## config.mk

```make
export PLATFORM = sky130hd
export DESIGN_NAME = rlcf_unit
export DESIGN_NICKNAME = d
export VERILOG_FILES = /design/src/rtl/rlcf_pkg.sv /design/src/rtl/rlcf_decode.sv /design/src/rtl/rlcf_addr_gen.sv /design/src/rtl/rlcf_rotator.sv /design/src/rtl/rlcf_seq.sv /design/src/rtl/rlcf_unit.sv
export SDC_FILE = /design/constraint.sdc
export NUM_CORES = 1
export LEC_CHECK = 0
export ABC_AREA = 0
export BUFFER_PORTS_ARGS = -buffer_cell sky130_fd_sc_hd__buf_2
export CAP_MARGIN = 20
export CORE_MARGIN = 2
export CORE_UTILIZATION = 40
export CTS_BUF_LIST = sky130_fd_sc_hd__clkbuf_8
export DETAILED_ROUTE_END_ITERATION = 8
export GPL_TIMING_DRIVEN = 0
export PLACE_DENSITY = 0.77
export SKIP_CTS_REPAIR_TIMING = 1
export SYNTH_ARGS = -nofsm -noshare
export SYNTH_HDL_FRONTEND = slang
export SYNTH_SLANG_ARGS = --single-unit
```

## constraint.sdc

```tcl
create_clock -name clk -period 4.45 [get_ports clk]
set_input_delay 0.2225 -clock clk [delete_from_list [all_inputs] [get_ports clk]]
set_output_delay 0.2225 -clock clk [all_outputs]
set_load 0.01 [all_outputs]
```

## src/rtl/rlcf_pkg.sv

```systemverilog
package rlcf_pkg;
   typedef enum logic [1:0] {
      PH_IDLE  = 2'd0,
      PH_READ  = 2'd1,
      PH_CALC  = 2'd2,
      PH_WRITE = 2'd3
   } phase_e;

   localparam logic [5:0] RLCF_OPCODE = 6'b001101;
endpackage

```

## src/rtl/rlcf_decode.sv

```systemverilog
module rlcf_decode #(
   parameter int INSTR_W = 16,
   parameter int DATA_W  = 8
) (
   input  logic [INSTR_W-1:0] instr,
   output logic               is_rlcf,
   output logic               dest_mem,
   output logic               use_bank,
   output logic [DATA_W-1:0]  offset
);
   localparam int OPC_LSB = INSTR_W - 6;

   generate
      if (INSTR_W != DATA_W + 8) begin : g_bad_width
         $error("rlcf_decode: INSTR_W must equal DATA_W + 8");
      end
   endgenerate

   always_comb begin
      is_rlcf  = (instr[INSTR_W-1:OPC_LSB] == rlcf_pkg::RLCF_OPCODE);
      dest_mem = instr[DATA_W+1];
      use_bank = instr[DATA_W];
      offset   = instr[DATA_W-1:0];
   end
endmodule

```

## src/rtl/rlcf_addr_gen.sv

```systemverilog
module rlcf_addr_gen #(
   parameter int          DATA_W       = 8,
   parameter int          BANK_W       = 4,
   parameter bit          HAS_QUICK    = 1'b1,
   parameter int unsigned QUICK_SPLIT  = 32'h60
) (
   input  logic                     use_bank,
   input  logic [BANK_W-1:0]        bsr,
   input  logic [DATA_W-1:0]        offset,
   output logic [BANK_W+DATA_W-1:0] addr
);
   localparam int ADDR_W = BANK_W + DATA_W;

   generate
      if (QUICK_SPLIT > (1 << DATA_W)) begin : g_bad_split
         $error("rlcf_addr_gen: QUICK_SPLIT exceeds offset range");
      end
      if (HAS_QUICK) begin : g_quick
         logic [BANK_W-1:0] quick_bank;
         always_comb begin
            quick_bank = (32'(offset) < QUICK_SPLIT) ? '0 : '1;
            addr = use_bank ? {bsr, offset} : {quick_bank, offset};
         end
      end else begin : g_banked
         always_comb addr = {bsr, offset};
      end
   endgenerate

   // Quick-bank accesses only land in the lowest or highest bank
   always_comb begin
      if (HAS_QUICK && !use_bank)
         AST_QUICK_BANK_EDGE: assert (addr[ADDR_W-1:DATA_W] == '0 || addr[ADDR_W-1:DATA_W] == '1);
   end
endmodule

```

## src/rtl/rlcf_rotator.sv

```systemverilog
module rlcf_rotator #(
   parameter int DATA_W = 8
) (
   input  logic [DATA_W-1:0] operand,
   input  logic              cin,
   output logic [DATA_W-1:0] result,
   output logic              cout
);
   generate
      if (DATA_W < 2) begin : g_bad_width
         $error("rlcf_rotator: DATA_W must be at least 2");
      end
      for (genvar i = 1; i < DATA_W; i++) begin : g_shift
         assign result[i] = operand[i-1];
      end
   endgenerate

   assign result[0] = cin;
   assign cout      = operand[DATA_W-1];
endmodule

```

## src/rtl/rlcf_seq.sv

```systemverilog
module rlcf_seq #(
   parameter int DATA_W = 8,
   parameter int ADDR_W = 12
) (
   input  logic              clk,
   input  logic              rst_n,
   input  logic              accept_req,
   input  logic [ADDR_W-1:0] addr_in,
   input  logic              dest_mem_in,
   input  logic              carry_in,
   input  logic [DATA_W-1:0] ram_rdata,
   input  logic [DATA_W-1:0] rot_result,
   input  logic              rot_cout,
   output logic              busy,
   output logic              carry_q,
   output logic [ADDR_W-1:0] ram_addr,
   output logic              ram_re,
   output logic              ram_we,
   output logic [DATA_W-1:0] ram_wdata,
   output logic              w_we,
   output logic [DATA_W-1:0] w_data,
   output logic              flag_we,
   output logic              c_out,
   output logic              n_out,
   output logic              z_out
);
   import rlcf_pkg::*;

   phase_e            phase_q;
   logic [ADDR_W-1:0] addr_q;
   logic              dest_mem_q;
   logic [DATA_W-1:0] res_q;
   logic              c_q, n_q, z_q;

   always_ff @(posedge clk or negedge rst_n) begin
      if (!rst_n) begin
         phase_q    <= PH_IDLE;
         addr_q     <= '0;
         dest_mem_q <= 1'b0;
         carry_q    <= 1'b0;
         res_q      <= '0;
         c_q        <= 1'b0;
         n_q        <= 1'b0;
         z_q        <= 1'b0;
      end else begin
         unique case (phase_q)
            PH_IDLE: if (accept_req) begin
               addr_q     <= addr_in;
               dest_mem_q <= dest_mem_in;
               carry_q    <= carry_in;
               phase_q    <= PH_READ;
            end
            PH_READ: phase_q <= PH_CALC;
            PH_CALC: begin
               res_q   <= rot_result;
               c_q     <= rot_cout;
               n_q     <= rot_result[DATA_W-1];
               z_q     <= (rot_result == '0);
               phase_q <= PH_WRITE;
            end
            PH_WRITE: phase_q <= PH_IDLE;
            default:  phase_q <= PH_IDLE;
         endcase
      end
   end

   always_comb begin
      busy      = (phase_q != PH_IDLE);
      ram_addr  = addr_q;
      ram_re    = (phase_q == PH_READ);
      flag_we   = (phase_q == PH_WRITE);
      ram_we    = flag_we && dest_mem_q;
      w_we      = flag_we && !dest_mem_q;
      ram_wdata = res_q;
      w_data    = res_q;
      c_out     = c_q;
      n_out     = n_q;
      z_out     = z_q;
   end

   AST_ONE_DEST: assert property (@(posedge clk) disable iff (!rst_n)
      $onehot0({ram_we, w_we}));
   AST_FLAGS_WITH_DEST: assert property (@(posedge clk) disable iff (!rst_n)
      flag_we |-> (ram_we || w_we));
   AST_STROBE_SINGLE: assert property (@(posedge clk) disable iff (!rst_n)
      flag_we |=> !flag_we);
   AST_CARRY_FROM_MSB: assert property (@(posedge clk) disable iff (!rst_n)
      flag_we |-> (c_out == $past(ram_rdata[DATA_W-1])));
   AST_ZERO_MATCH: assert property (@(posedge clk) disable iff (!rst_n)
      flag_we |-> (z_out == (ram_wdata == '0)));
   AST_NEG_MATCH: assert property (@(posedge clk) disable iff (!rst_n)
      flag_we |-> (n_out == w_data[DATA_W-1]));
   AST_WRITE_ADDR_HELD: assert property (@(posedge clk) disable iff (!rst_n)
      ram_we |-> $stable(ram_addr));
   AST_READ_AFTER_ACCEPT: assert property (@(posedge clk) disable iff (!rst_n)
      $rose(busy) |-> ram_re);
endmodule

```

## src/rtl/rlcf_unit.sv

```systemverilog
module rlcf_unit #(
   parameter int          DATA_W      = 8,
   parameter int          BANK_W      = 4,
   parameter int          INSTR_W     = 16,
   parameter bit          HAS_QUICK   = 1'b1,
   parameter int unsigned QUICK_SPLIT = 32'h60,
   localparam int         ADDR_W      = BANK_W + DATA_W
) (
   input  logic               clk,
   input  logic               rst_n,
   input  logic               start,
   input  logic [INSTR_W-1:0] instr,
   input  logic [BANK_W-1:0]  bsr,
   input  logic               carry_in,
   output logic               busy,
   output logic [ADDR_W-1:0]  ram_addr,
   output logic               ram_re,
   input  logic [DATA_W-1:0]  ram_rdata,
   output logic               ram_we,
   output logic [DATA_W-1:0]  ram_wdata,
   output logic               w_we,
   output logic [DATA_W-1:0]  w_data,
   output logic               flag_we,
   output logic               c_out,
   output logic               n_out,
   output logic               z_out
);
   logic              is_rlcf, dest_mem, use_bank;
   logic [DATA_W-1:0] offset;
   logic [ADDR_W-1:0] addr_new;
   logic              accept_req;
   logic              carry_q;
   logic [DATA_W-1:0] rot_result;
   logic              rot_cout;

   rlcf_decode #(.INSTR_W(INSTR_W), .DATA_W(DATA_W)) decode_i (
      .instr    (instr),
      .is_rlcf  (is_rlcf),
      .dest_mem (dest_mem),
      .use_bank (use_bank),
      .offset   (offset)
   );

   rlcf_addr_gen #(
      .DATA_W(DATA_W), .BANK_W(BANK_W),
      .HAS_QUICK(HAS_QUICK), .QUICK_SPLIT(QUICK_SPLIT)
   ) addr_i (
      .use_bank (use_bank),
      .bsr      (bsr),
      .offset   (offset),
      .addr     (addr_new)
   );

   assign accept_req = start && !busy && is_rlcf;

   rlcf_rotator #(.DATA_W(DATA_W)) rot_i (
      .operand (ram_rdata),
      .cin     (carry_q),
      .result  (rot_result),
      .cout    (rot_cout)
   );

   rlcf_seq #(.DATA_W(DATA_W), .ADDR_W(ADDR_W)) seq_i (
      .clk         (clk),
      .rst_n       (rst_n),
      .accept_req  (accept_req),
      .addr_in     (addr_new),
      .dest_mem_in (dest_mem),
      .carry_in    (carry_in),
      .ram_rdata   (ram_rdata),
      .rot_result  (rot_result),
      .rot_cout    (rot_cout),
      .busy        (busy),
      .carry_q     (carry_q),
      .ram_addr    (ram_addr),
      .ram_re      (ram_re),
      .ram_we      (ram_we),
      .ram_wdata   (ram_wdata),
      .w_we        (w_we),
      .w_data      (w_data),
      .flag_we     (flag_we),
      .c_out       (c_out),
      .n_out       (n_out),
      .z_out       (z_out)
   );

   AST_FOREIGN_IDLE: assert property (@(posedge clk) disable iff (!rst_n)
      (!busy && !(start && is_rlcf)) |=> !busy);
   AST_BUSY_START_IGNORED: assert property (@(posedge clk) disable iff (!rst_n)
      (busy && !flag_we) |=> $stable(ram_addr));
endmodule

```

==> summary.md <==
| Metric | Value |
|---|---|
| Leakage power | approximately 0.94 nW |
| FF+latch count, synth | 26 |
| Skew final | 7.79 ps |
| Slowest stage delay, CP | roughly 420 ps |
| DP Wirelength | between 1500 and 2000 um |
| Worst Hold End | seq_i.ram_addr[4]$_DFFE_PN0P_ |
| Die area | ~3500 um2 |
| Largest cells by area after synthesis | dfrtp_1, mux2_1, mux2_2 |
| Cell Pwr Density | 572 nW/um2 |
| Max-cap violations | 0 |
| # IOs | slightly below 70 |
| Via density per instance | 4.91 |
| # H-tree levels | 1 |
| EDFF count, synth | 0 |
| Longest Clk Path Bufs | 2 |
| DR iter-0 viols | 15 |
| Final setup fails | 0 |
| Crit share post-route | a little under 40% |
| All-Layer GR Usage | 14.3% |
| Worst R2R End | seq_i.dest_mem_q$_DFFE_PN0P_ |
| Synthesis-to-finish area growth | 37.4% |
| Row cnt | 20 |
| Main synth FF type | dfrtp_1 |
| First-pass GRT wire length | roughly 3700 um |
| Routed wl met3 | 190 um |
| Fraction of layout cells with a size suffix above 1 | about 60% |
| Reg2Reg Setup Slack | 2690 ps |
| Yosys top cell area share | approximately 53% |
| Overall Power | 963 uW |
| Wire length per cell | 12.3 um |
| Met1 WL | 1000 um |
| F_max | roughly 0.57 GHz |
| Reg-to-reg startpoint | seq_i.phase_q[0]$_DFFE_PN0P_ |
| Vias | approximately 960 |
| Number of global-route vias before repair | ~860 |
| CTS clock-pin slew for the worst setup and hold paths | 100 ps |
| Worst Max-Slew Pin Slew | just under 600 ps |
| CP Data Required Time | roughly 4600 ps |
| CP Max Fanout | 10 |
| Antenna diodes | 0 |
| Core ar. | 2980 um2 |
| Clk Latency, worst-skew pair | about 270 ps |
| Post-synth cell types | 21 |
| Critical path startpoint | seq_i.phase_q[0]$_DFFE_PN0P_ |
| Async set or reset register ratio after synthesis | 100% |
| RSZ-0062 raised after global routing | no |
| DR WL met2 | around 1200 um |
| Rel. slew slack | approximately three fifths |
| Startpoint Class | register |
| Hold path depth | 2 |
| Most numerous cell in the Yosys netlist | dfrtp_1 |
| TritonCTS buffer count | 3 |
| Status | complete, no violations |
| Worst path slowest cell | dfrtp_1 |
| Global placer's final weighted congestion | ~0.69 |
| Syn_area_per_cell | 13.4 um2 |
| CTS Root Cell | clkbuf_8 |
| Synth Instances | slightly above 90 |
| Crit path cell chain | inv_1 > ha_1 > nand4bb_4 > nor2_4 > buf_6 > mux2_1 |
| Crit path buffers/inverters | 2 |
| Width of the die | slightly below 60 um |
| Starting density of the core | 41.1% |
| CTS tree | yes |
| Detail Route Antenna Nets | 0 |
| Die Y-Extent | 59.3 um |
| Hold Path Class | in2reg |
| Crit path DAT | 1920 ps |
| Final Hold Fails | 0 |
| Max layer used | met4 |
| Hold Path Origin | instr[4] |
| Minimum clock period | around 1800 ps |
| Setup TNS | 0 ps |
| Syn_nets | roughly 130 |
| Initial antenna violation count | 0 |
| Crit path capture type | register |
| WS Path Type | reg2reg |
| Final Max Slew Viols | 0 |
| Sequential share of the synthesized area | between 50% and 60% |
| CTS sink count | 26 |
| Peak supply drop | 0.226 mV |
| DRC | 0 |
| Final #Nets | ~200 |
| Largest net degree at the start of global routing | 27 |
| Overflow after GRT | 0 |
| Synth Warn # | 0 |
| Crit-path leading delay family | flip-flops |
| Cell taking the most area after synthesis | dfrtp_1 |
| Post-synth top cells | dfrtp_1, mux2_1, mux2_2 |
| Synth Cell Area | about 1200 um2 |
| PortBufs | 67 |
| Final wirelength | 2410 um |
| Reg2Reg Depth | 6 |
| DR pass1 iterations | 3 |
## how the worst max path moves through the flow
stage / endpoint / slack, ps / cells past startpoint
final: seq_i.dest_mem_q$_DFFE_PN0P_ / 2690 / 6
after global routing: seq_i.ram_addr[11]$_DFFE_PN0P_ / 2550 / 6
after CTS: seq_i.dest_mem_q$_DFFE_PN0P_ / 2650 / 6
after detailed placement: seq_i.ram_addr[5]$_DFFE_PN0P_ / 2680 / 6
after global placement: seq_i.ram_addr[3]$_DFFE_PN0P_ / 2730 / 6
after floorplan: seq_i.carry_q$_DFFE_PN0P_ / 2850 / 6
## routing by layer
metal / global-route usage (%) / vias up
met2: 24.3 / 52
met5: 0 / -
met4: 6.82 / 0
met1: 17.3 / 456
li1: - / 449
met3: 2.62 / 5
## kinds of logic (layout without fill, tap and decap cells)
| logic type | Yosys count | in the layout | share of synthesized area, % |
|---|---|---|---|
| AND/OR/NAND/NOR | 13 | 13 | 7.87 |
| buffers and inverters | 15 | 87 | 8.08 |
| AO/OA/AOI/OAI | 7 | 7 | 2.86 |
| multiplexers | 25 | 25 | 22.9 |
| adder cells (fa/ha/maj) | 5 | 5 | 5.11 |
| flip-flops | 26 | 26 | 53.2 |
## cell type report
cell class	count	area (um2)
well taps	33	41.3
fillers	266	1300
inverters	4	15.0
multi-input cells	50	474
flip-flops and latches	26	651
clock buffers	3	41.3
plain buffers	11	83.8
clock inverters	1	30.0
repair buffers	68	345
## flip-flops by register name, summed over array words and instances (netlist names)
name,cells
seq_i.phase_q,2
seq_i.z_out,1
seq_i.ram_addr,12
seq_i.dest_mem_q,1
seq_i.n_out,1
seq_i.carry_q,1
seq_i.c_out,1
seq_i.ram_wdata,7
## metrics by stage
stage	instance area, um2	util [%]	instances	setup WS (ps)	hold WS, ps
after floorplan	1220	-	91	2850	-73.1
after detailed placement	1600	53.7	191	2680	255
after CTS	1670	56.1	195	2650	-51.4
after global routing	1680	56.5	196	2550	150
final	1680	56.5	196	2690	157
after global placement	1600	53.7	191	2730	237
## where the power goes
group,leakage (nW),total (mW),switching [mW],internal [mW]
logic,0.568,0.416,0.189,0.227
clock network,0.0357,0.197,0.0766,0.120
registers,0.337,0.350,0.0447,0.305
## placed cells by master, fill, tap and decap left out
| cell | count |
|---|---|
| nor4_1 | 2 |
| dlygate4sd3_1 | 1 |
| inv_1 | 4 |
| o21ai_0 | 5 |
| nand4bb_4 | 1 |
| bufinv_16 | 1 |
| nand4b_1 | 1 |
| ha_1 | 5 |
| nand2_1 | 4 |
| mux2i_1 | 1 |
| and2_1 | 1 |
| mux2_2 | 12 |
| o21ai_1 | 1 |
| dfrtp_1 | 26 |
| buf_2 | 68 |
| mux2_1 | 12 |
| nor2b_1 | 1 |
| buf_4 | 9 |
| nor2_1 | 1 |
| a21oi_1 | 1 |
| buf_6 | 1 |
| clkbuf_8 | 3 |
| nand3_1 | 1 |
| nor2_4 | 1 |
(Power assumes the default switching activity.)
